--- src/rtl/dotp_pkg.sv ---
// Shared helpers for the inner-product unit.
// Assumes the vector order passed in is at least 1.
package dotp_pkg;

    // Number of adder-tree levels needed to reduce n leaves to one word.
    function automatic int tree_depth(input int n);
        int d;
        d = 0;
        for (int i = 0; i < 31; i++) begin
            if ((1 << i) < n) d = i + 1;
        end
        return d;
    endfunction

endpackage

--- src/rtl/dotp_delay.sv ---
// Fixed-depth register shift line with synchronous active-low clear.
// Assumes D >= 1. Used for multiplier, adder and sideband pipelining.
module dotp_delay #(
    parameter int W = 8,
    parameter int D = 1
) (
    input  logic         clk,
    input  logic         rst_n,
    input  logic [W-1:0] din,
    output logic [W-1:0] dout
);

    logic [W-1:0] stage [D];

    // Shift the word one stage per cycle; clear all stages on reset.
    always_ff @(posedge clk) begin
        if (!rst_n) begin
            for (int i = 0; i < D; i++) stage[i] <= '0;
        end else begin
            stage[0] <= din;
            for (int i = 1; i < D; i++) stage[i] <= stage[i-1];
        end
    end

    assign dout = stage[D-1];

endmodule

--- src/rtl/dotp_mul_bank.sv ---
// N parallel signed multipliers, each followed by LM register stages.
// Products are full double width, so no product is ever truncated.
// Assumes LM >= 1 and DW >= 2.
module dotp_mul_bank #(
    parameter int N  = 5,
    parameter int DW = 12,
    parameter int LM = 2
) (
    input  logic                 clk,
    input  logic                 rst_n,
    input  logic [N*DW-1:0]      vec_a,
    input  logic [N*DW-1:0]      vec_b,
    output logic [N*2*DW-1:0]    prod
);

    localparam int PW = 2 * DW;

    logic [N*PW-1:0] raw;

    for (genvar i = 0; i < N; i++) begin : g_lane
        logic signed [DW-1:0] op_a;
        logic signed [DW-1:0] op_b;
        logic signed [PW-1:0] p;
        assign op_a = vec_a[i*DW +: DW];
        assign op_b = vec_b[i*DW +: DW];
        // Full-width signed product of one lane.
        assign p = PW'(op_a) * PW'(op_b);
        assign raw[i*PW +: PW] = p;
    end

    dotp_delay #(.W(N*PW), .D(LM)) u_mul_pipe (
        .clk  (clk),
        .rst_n(rst_n),
        .din  (raw),
        .dout (prod)
    );

    localparam logic signed [PW-1:0] PLIM = {2'b01, {(PW-2){1'b0}}};

    for (genvar i = 0; i < N; i++) begin : g_chk
        // a registered product never exceeds the range of a DW x DW signed multiply.
        a_r6_product_range: assert property (@(posedge clk) disable iff (!rst_n)
            ($signed(prod[i*PW +: PW]) <= PLIM) && ($signed(prod[i*PW +: PW]) >= -PLIM));
    end

endmodule

--- src/rtl/dotp_add_level.sv ---
// One level of the reduction tree: CNT words in, CNT/2 pairwise sums out,
// then LS register stages. Words travel in RW-bit slots. Inputs are
// significant only in their low IW bits; outputs are IW+1 bits, sign-extended.
// Assumes CNT is even and IW < RW.
module dotp_add_level #(
    parameter int CNT = 8,
    parameter int IW  = 24,
    parameter int RW  = 27,
    parameter int LS  = 1
) (
    input  logic                      clk,
    input  logic                      rst_n,
    input  logic [CNT*RW-1:0]         din,
    output logic [(CNT/2)*RW-1:0]     dout
);

    localparam int OW   = IW + 1;
    localparam int HALF = CNT / 2;

    logic [HALF*RW-1:0] sums;

    for (genvar j = 0; j < HALF; j++) begin : g_pair
        logic signed [IW-1:0] x;
        logic signed [IW-1:0] y;
        logic signed [OW-1:0] s;
        assign x = din[(2*j)*RW +: IW];
        assign y = din[(2*j+1)*RW +: IW];
        // Add one pair, one bit wider than the operands.
        assign s = OW'(x) + OW'(y);
        assign sums[j*RW +: RW] = RW'(s);

        // each incoming slot is a sign extension of its IW-bit value.
        a_r6_no_overflow: assert property (@(posedge clk) disable iff (!rst_n)
            (din[(2*j)*RW +: RW] == RW'(x)) && (din[(2*j+1)*RW +: RW] == RW'(y)));
    end

    dotp_delay #(.W(HALF*RW), .D(LS)) u_add_pipe (
        .clk  (clk),
        .rst_n(rst_n),
        .din  (sums),
        .dout (dout)
    );

endmodule

--- src/rtl/dotp_unit.sv ---
// Fully unrolled pipelined inner-product unit.
// N multipliers feed a balanced adder tree that is zero-padded to a power of two.
// A valid bit and tag ride a shift line of matching depth.
// One pair is accepted per cycle; the result appears LM + LS*ceil(log2 N)
// edges later. Assumes N >= 2, LM >= 1, LS >= 1.
module dotp_unit
    import dotp_pkg::*;
#(
    parameter int N  = 5,
    parameter int DW = 12,
    parameter int LM = 2,
    parameter int LS = 1,
    parameter int TW = 6
) (
    input  logic                               clk,
    input  logic                               rst_n,
    input  logic                               in_valid,
    input  logic [TW-1:0]                      in_tag,
    input  logic [N*DW-1:0]                    vec_a,
    input  logic [N*DW-1:0]                    vec_b,
    output logic                               out_valid,
    output logic [TW-1:0]                      out_tag,
    output logic [2*DW+tree_depth(N)-1:0]      out_sum
);

    localparam int LEVELS = tree_depth(N);
    localparam int LEAVES = 1 << LEVELS;
    localparam int PW     = 2 * DW;
    localparam int RW     = PW + LEVELS;
    localparam int LAT    = LM + LS * LEVELS;
    localparam int CW     = $clog2(LAT + 1) + 1;

    // Triangular tree storage: level l starts at word 2*LEAVES - 2*(LEAVES >> l).
    logic [N*PW-1:0]            prod;
    logic [(2*LEAVES-1)*RW-1:0] tree;
    logic [RW-1:0]              final_sum;
    logic [TW:0]                side_in;
    logic [TW:0]                side_out;

    dotp_mul_bank #(.N(N), .DW(DW), .LM(LM)) u_mul (
        .clk  (clk),
        .rst_n(rst_n),
        .vec_a(vec_a),
        .vec_b(vec_b),
        .prod (prod)
    );

    for (genvar i = 0; i < LEAVES; i++) begin : g_leaf
        if (i < N) begin : g_real
            assign tree[i*RW +: RW] = RW'($signed(prod[i*PW +: PW]));
        end else begin : g_pad
            assign tree[i*RW +: RW] = '0;
        end
    end

    for (genvar l = 0; l < LEVELS; l++) begin : g_level
        localparam int CNT  = LEAVES >> l;
        localparam int IOFF = 2 * LEAVES - 2 * CNT;
        localparam int OOFF = 2 * LEAVES - CNT;
        dotp_add_level #(.CNT(CNT), .IW(PW + l), .RW(RW), .LS(LS)) u_lvl (
            .clk  (clk),
            .rst_n(rst_n),
            .din  (tree[IOFF*RW +: CNT*RW]),
            .dout (tree[OOFF*RW +: (CNT/2)*RW])
        );
    end

    assign final_sum = tree[(2*LEAVES-2)*RW +: RW];

    // Valid bit and tag delayed to line up with the arithmetic.
    assign side_in = {in_valid, in_tag};

    dotp_delay #(.W(TW+1), .D(LAT)) u_side (
        .clk  (clk),
        .rst_n(rst_n),
        .din  (side_in),
        .dout (side_out)
    );

    assign out_valid = side_out[TW];
    assign out_tag   = side_out[TW] ? side_out[TW-1:0] : '0;
    assign out_sum   = side_out[TW] ? final_sum : '0;

    // Pairs accepted but not yet delivered; feeds the checks below only.
    logic [CW-1:0] inflight;

    always_ff @(posedge clk) begin
        if (!rst_n) inflight <= '0;
        else        inflight <= inflight + CW'(in_valid) - CW'(out_valid);
    end

    // never more pairs outstanding than the pipeline has stages.
    a_r2_inflight_bound: assert property (@(posedge clk) disable iff (!rst_n)
        inflight <= CW'(LAT));

    // every delivered result belongs to an accepted pair.
    a_r4_no_orphan_result: assert property (@(posedge clk) disable iff (!rst_n)
        out_valid |-> (inflight != '0));

endmodule

--- config.mk ---
export PLATFORM = sky130hd
export DESIGN_NAME = dotp_unit
export DESIGN_NICKNAME = d
export VERILOG_FILES = /design/src/rtl/dotp_pkg.sv /design/src/rtl/dotp_delay.sv /design/src/rtl/dotp_mul_bank.sv /design/src/rtl/dotp_add_level.sv /design/src/rtl/dotp_unit.sv
export SDC_FILE = /design/constraint.sdc
export NUM_CORES = 2
export LEC_CHECK = 0
export BUFFER_PORTS_ARGS = -buffer_cell sky130_fd_sc_hd__buf_4
export CORE_MARGIN = 2
export CORE_UTILIZATION = 40
export DETAILED_ROUTE_END_ITERATION = 8
export PLACE_DENSITY_LB_ADDON = 0.15
export SETUP_SLACK_MARGIN = 0.1
export SLEW_MARGIN = 5
export SYNTH_ARGS = -nofsm -noshare
export SYNTH_HDL_FRONTEND = slang
export SYNTH_HIERARCHICAL = 1
export SYNTH_SLANG_ARGS = --single-unit
--- constraint.sdc ---
create_clock -name clk -period 11.46 [get_ports clk]
set_clock_uncertainty 0.2 [all_clocks]
set_input_delay 1.146 -clock clk [delete_from_list [all_inputs] [get_ports clk]]
set_output_delay 1.146 -clock clk [all_outputs]
set_load 0.02 [all_outputs]
==> results_dict.tcl <==
set metrics [dict create \
    cts_setup_buffers 0 \
    setup_ws_ns 5.540 \
    p_int_mw 7.972 \
    cts_buffers 50 \
    setup_violations 0 \
    vias 34370 \
    drv_cap 0 \
    tightest_slew_ns 0.9609 \
    cts_tree "yes" \
    critical_path_class "in -> reg" \
    globalplace.congestion 0.8552 \
    status "finished clean" \
    die_y_um 357.7 \
    fp.coreArea_sq_mm 0.1240 \
    synthCells 5534 \
    swShare_pct 45.89 \
    ctsRootBufferMaster "clkbuf_16" \
    clk_latency_ns 0.61 \
    num_antenna_cells 0 \
    syn-cell-area_sq_mm 0.05005 \
    cts_max_path_buffers 3 \
    rsz0062_at_grt "no" \
    grt_overflow 0 \
    avgSynthCellArea_sq_um 9.043 \
    crit_start "vec_b[36]" \
    crit_path_start_kind "input pin" \
    grt_use_total_pct 17.99 \
    combPwrFrac_pct 73.6 \
    crit_family "adder cells" \
    power.density_mw_per_mm2 275.9 \
    h-tree-depth 2 \
    rows 129 \
    crit_arrival_ns 6.22 \
    viasPerCell 4.795 \
    fin_setup_tns_ns 0 \
    post-place-ws_ns 4.911 \
    grt_pass1_vias 35620 \
    clkSinkCount 454 \
    fin_crit_ns 5.920 \
    endpoint_kind "flop" \
    cts_resized 0 \
    slowest_stage "fa_1" \
    ir_drop_uv 208.3 \
    fin_total_pwr_mw 14.73 \
    antenna_found_initial 0 \
    drtIter0Drc 1657 \
    r2r_start "u_mul/u_mul_pipe/stage[0][168]" \
    grt_max_degree 195 \
    die_w_um 357.7 \
    p_sw_mw 6.760 \
    holdCritStartpoint "u_mul/u_mul_pipe/stage[0][43]" \
    yosys_warnings 6 \
    worst-path-max-fanout 12 \
    holdBufCountCts 0 \
    drtAntennaViolNets 0 \
    path_cells "buf_4 > nand2_1 > inv_1 > fa_1 > inv_1 > fa_1 > fa_1 > inv_1 > fa_1 > inv_1 > fa_1 > inv_1 > ha_1 > a211o_1 > or2_0 > o22a_1 > o41ai_4 > o21ai_1 > a21o_1 > xnor2_1 > and2_1" \
    first_pass_iters 6 \
    max-slew-margin-rel_pct 35.94 \
    clkPwrFrac_pct 11.4 \
    initial_core_util_pct 40.37 \
    pin_count 163 \
    drc 0 \
    p_seq_share_pct 15.0 \
    required_ns 11.76 \
    cp_num_buf_inv 6 \
    port_buffers 162 \
    hp-class "reg -> reg" \
    max_freq_ghz 0.1689 \
    dieArea_sq_mm 0.1280 \
    drive_gt1_share_pct 7.936 \
    utilization_pct 43.07 \
    wirelength_um 112500 \
    period_share_pct 51.66 \
    slowest_delay_ns 0.53 \
    dp_hpwl_um 93040 \
    wl_per_cell_um 15.69 \
    p_leak_nw 26.38 \
    syn2layout_area_growth_pct 6.675 \
    maxSlewViolCount 0 \
    grt_pass1_wl_um 187600 \
    fin_nets 6745 \
    clkTransAtPathRegs_ns 0.06 \
    finalHoldViolations 0 \
]
## cell usage in the layout, fill, tap and decap left out, types with 22 or more instances in the layout
cell type and count:
nand3_1 48, a21oi_1 214, conb_1 75, o21ai_0 98, ha_1 427, o21bai_1 33, xor2_1 69, o21ai_1 22
fa_1 697, nor3_1 30, dfxtp_1 454, nand2_1 584, and2_2 142, inv_1 909, clkbuf_16 50, nand2b_1 42
a211oi_1 26, xnor2_1 186, a31oi_1 45, buf_4 163, nor2_1 168, o21a_1 31, a21o_1 90, nand4_1 32
and2_1 576, nor2b_1 27
## cell type report
type                            count  area (sq um)
Clock buffer                       70          1426
Tap cell                         1637          2048
Fill cell                       12470         70570
Timing Repair Buffer              164          1239
Multi-Input combinational cell   3909         35830
Inverter                          913          3427
Sequential cell                   454          9089
Clock inverter                     22         324.1
## registers in the layout (all words and copies together) (netlist names)
signal                          cells
u_side/stage                       35
g_level.u_lvl/u_add_pipe/stage    179
u_mul/u_mul_pipe/stage            240
## per-stage QoR
stage	cell area, sq um	hold slack (ns)	std cells
6_report	53390	0.2325	7169
5_1_grt	53390	0.2436	7169
4_1_cts	53390	0.2322	7169
3_5_place_dp	51640	0.2169	7077
3_3_place_gp	51640	0.2170	7077
2_1_floorplan	50320	0.2057	5608
## worst paths after layout
check                                                                 to  slack [ns]  cells past startpoint
worst min register to register            u_mul/u_mul_pipe/stage[0][163]        0.23                      1
worst max-delay path                       u_mul/u_mul_pipe/stage[0][95]        5.54                     21
worst min-delay path                      u_mul/u_mul_pipe/stage[0][163]        0.23                      1
worst max register to register  g_level[0].u_lvl/u_add_pipe/stage[0][49]        8.17                      9
## per-layer routing
metal	part of all wire, %	global-route usage [%]	vias to the layer above
met2	45	28.96	494
li1	-	-	17040
met4	1.4	2.987	0
met1	51	26.63	16750
met3	2.9	1.639	92
met5	0	0	-
## power by group through the flow
| stage | Clock (mW) | Combinational (mW) | Sequential (mW) |
|---|---|---|---|
| floorplan | 0 | 8.70 | 2.14 |
| global placement | 0 | 10.9 | 2.25 |
| detailed placement | 0 | 10.9 | 2.25 |
| CTS | 1.73 | 11.0 | 2.22 |
| global route | 1.79 | 12.5 | 2.24 |
| finish | 1.67 | 10.8 | 2.21 |
Note: power is estimated with default switching activity, not from simulation.
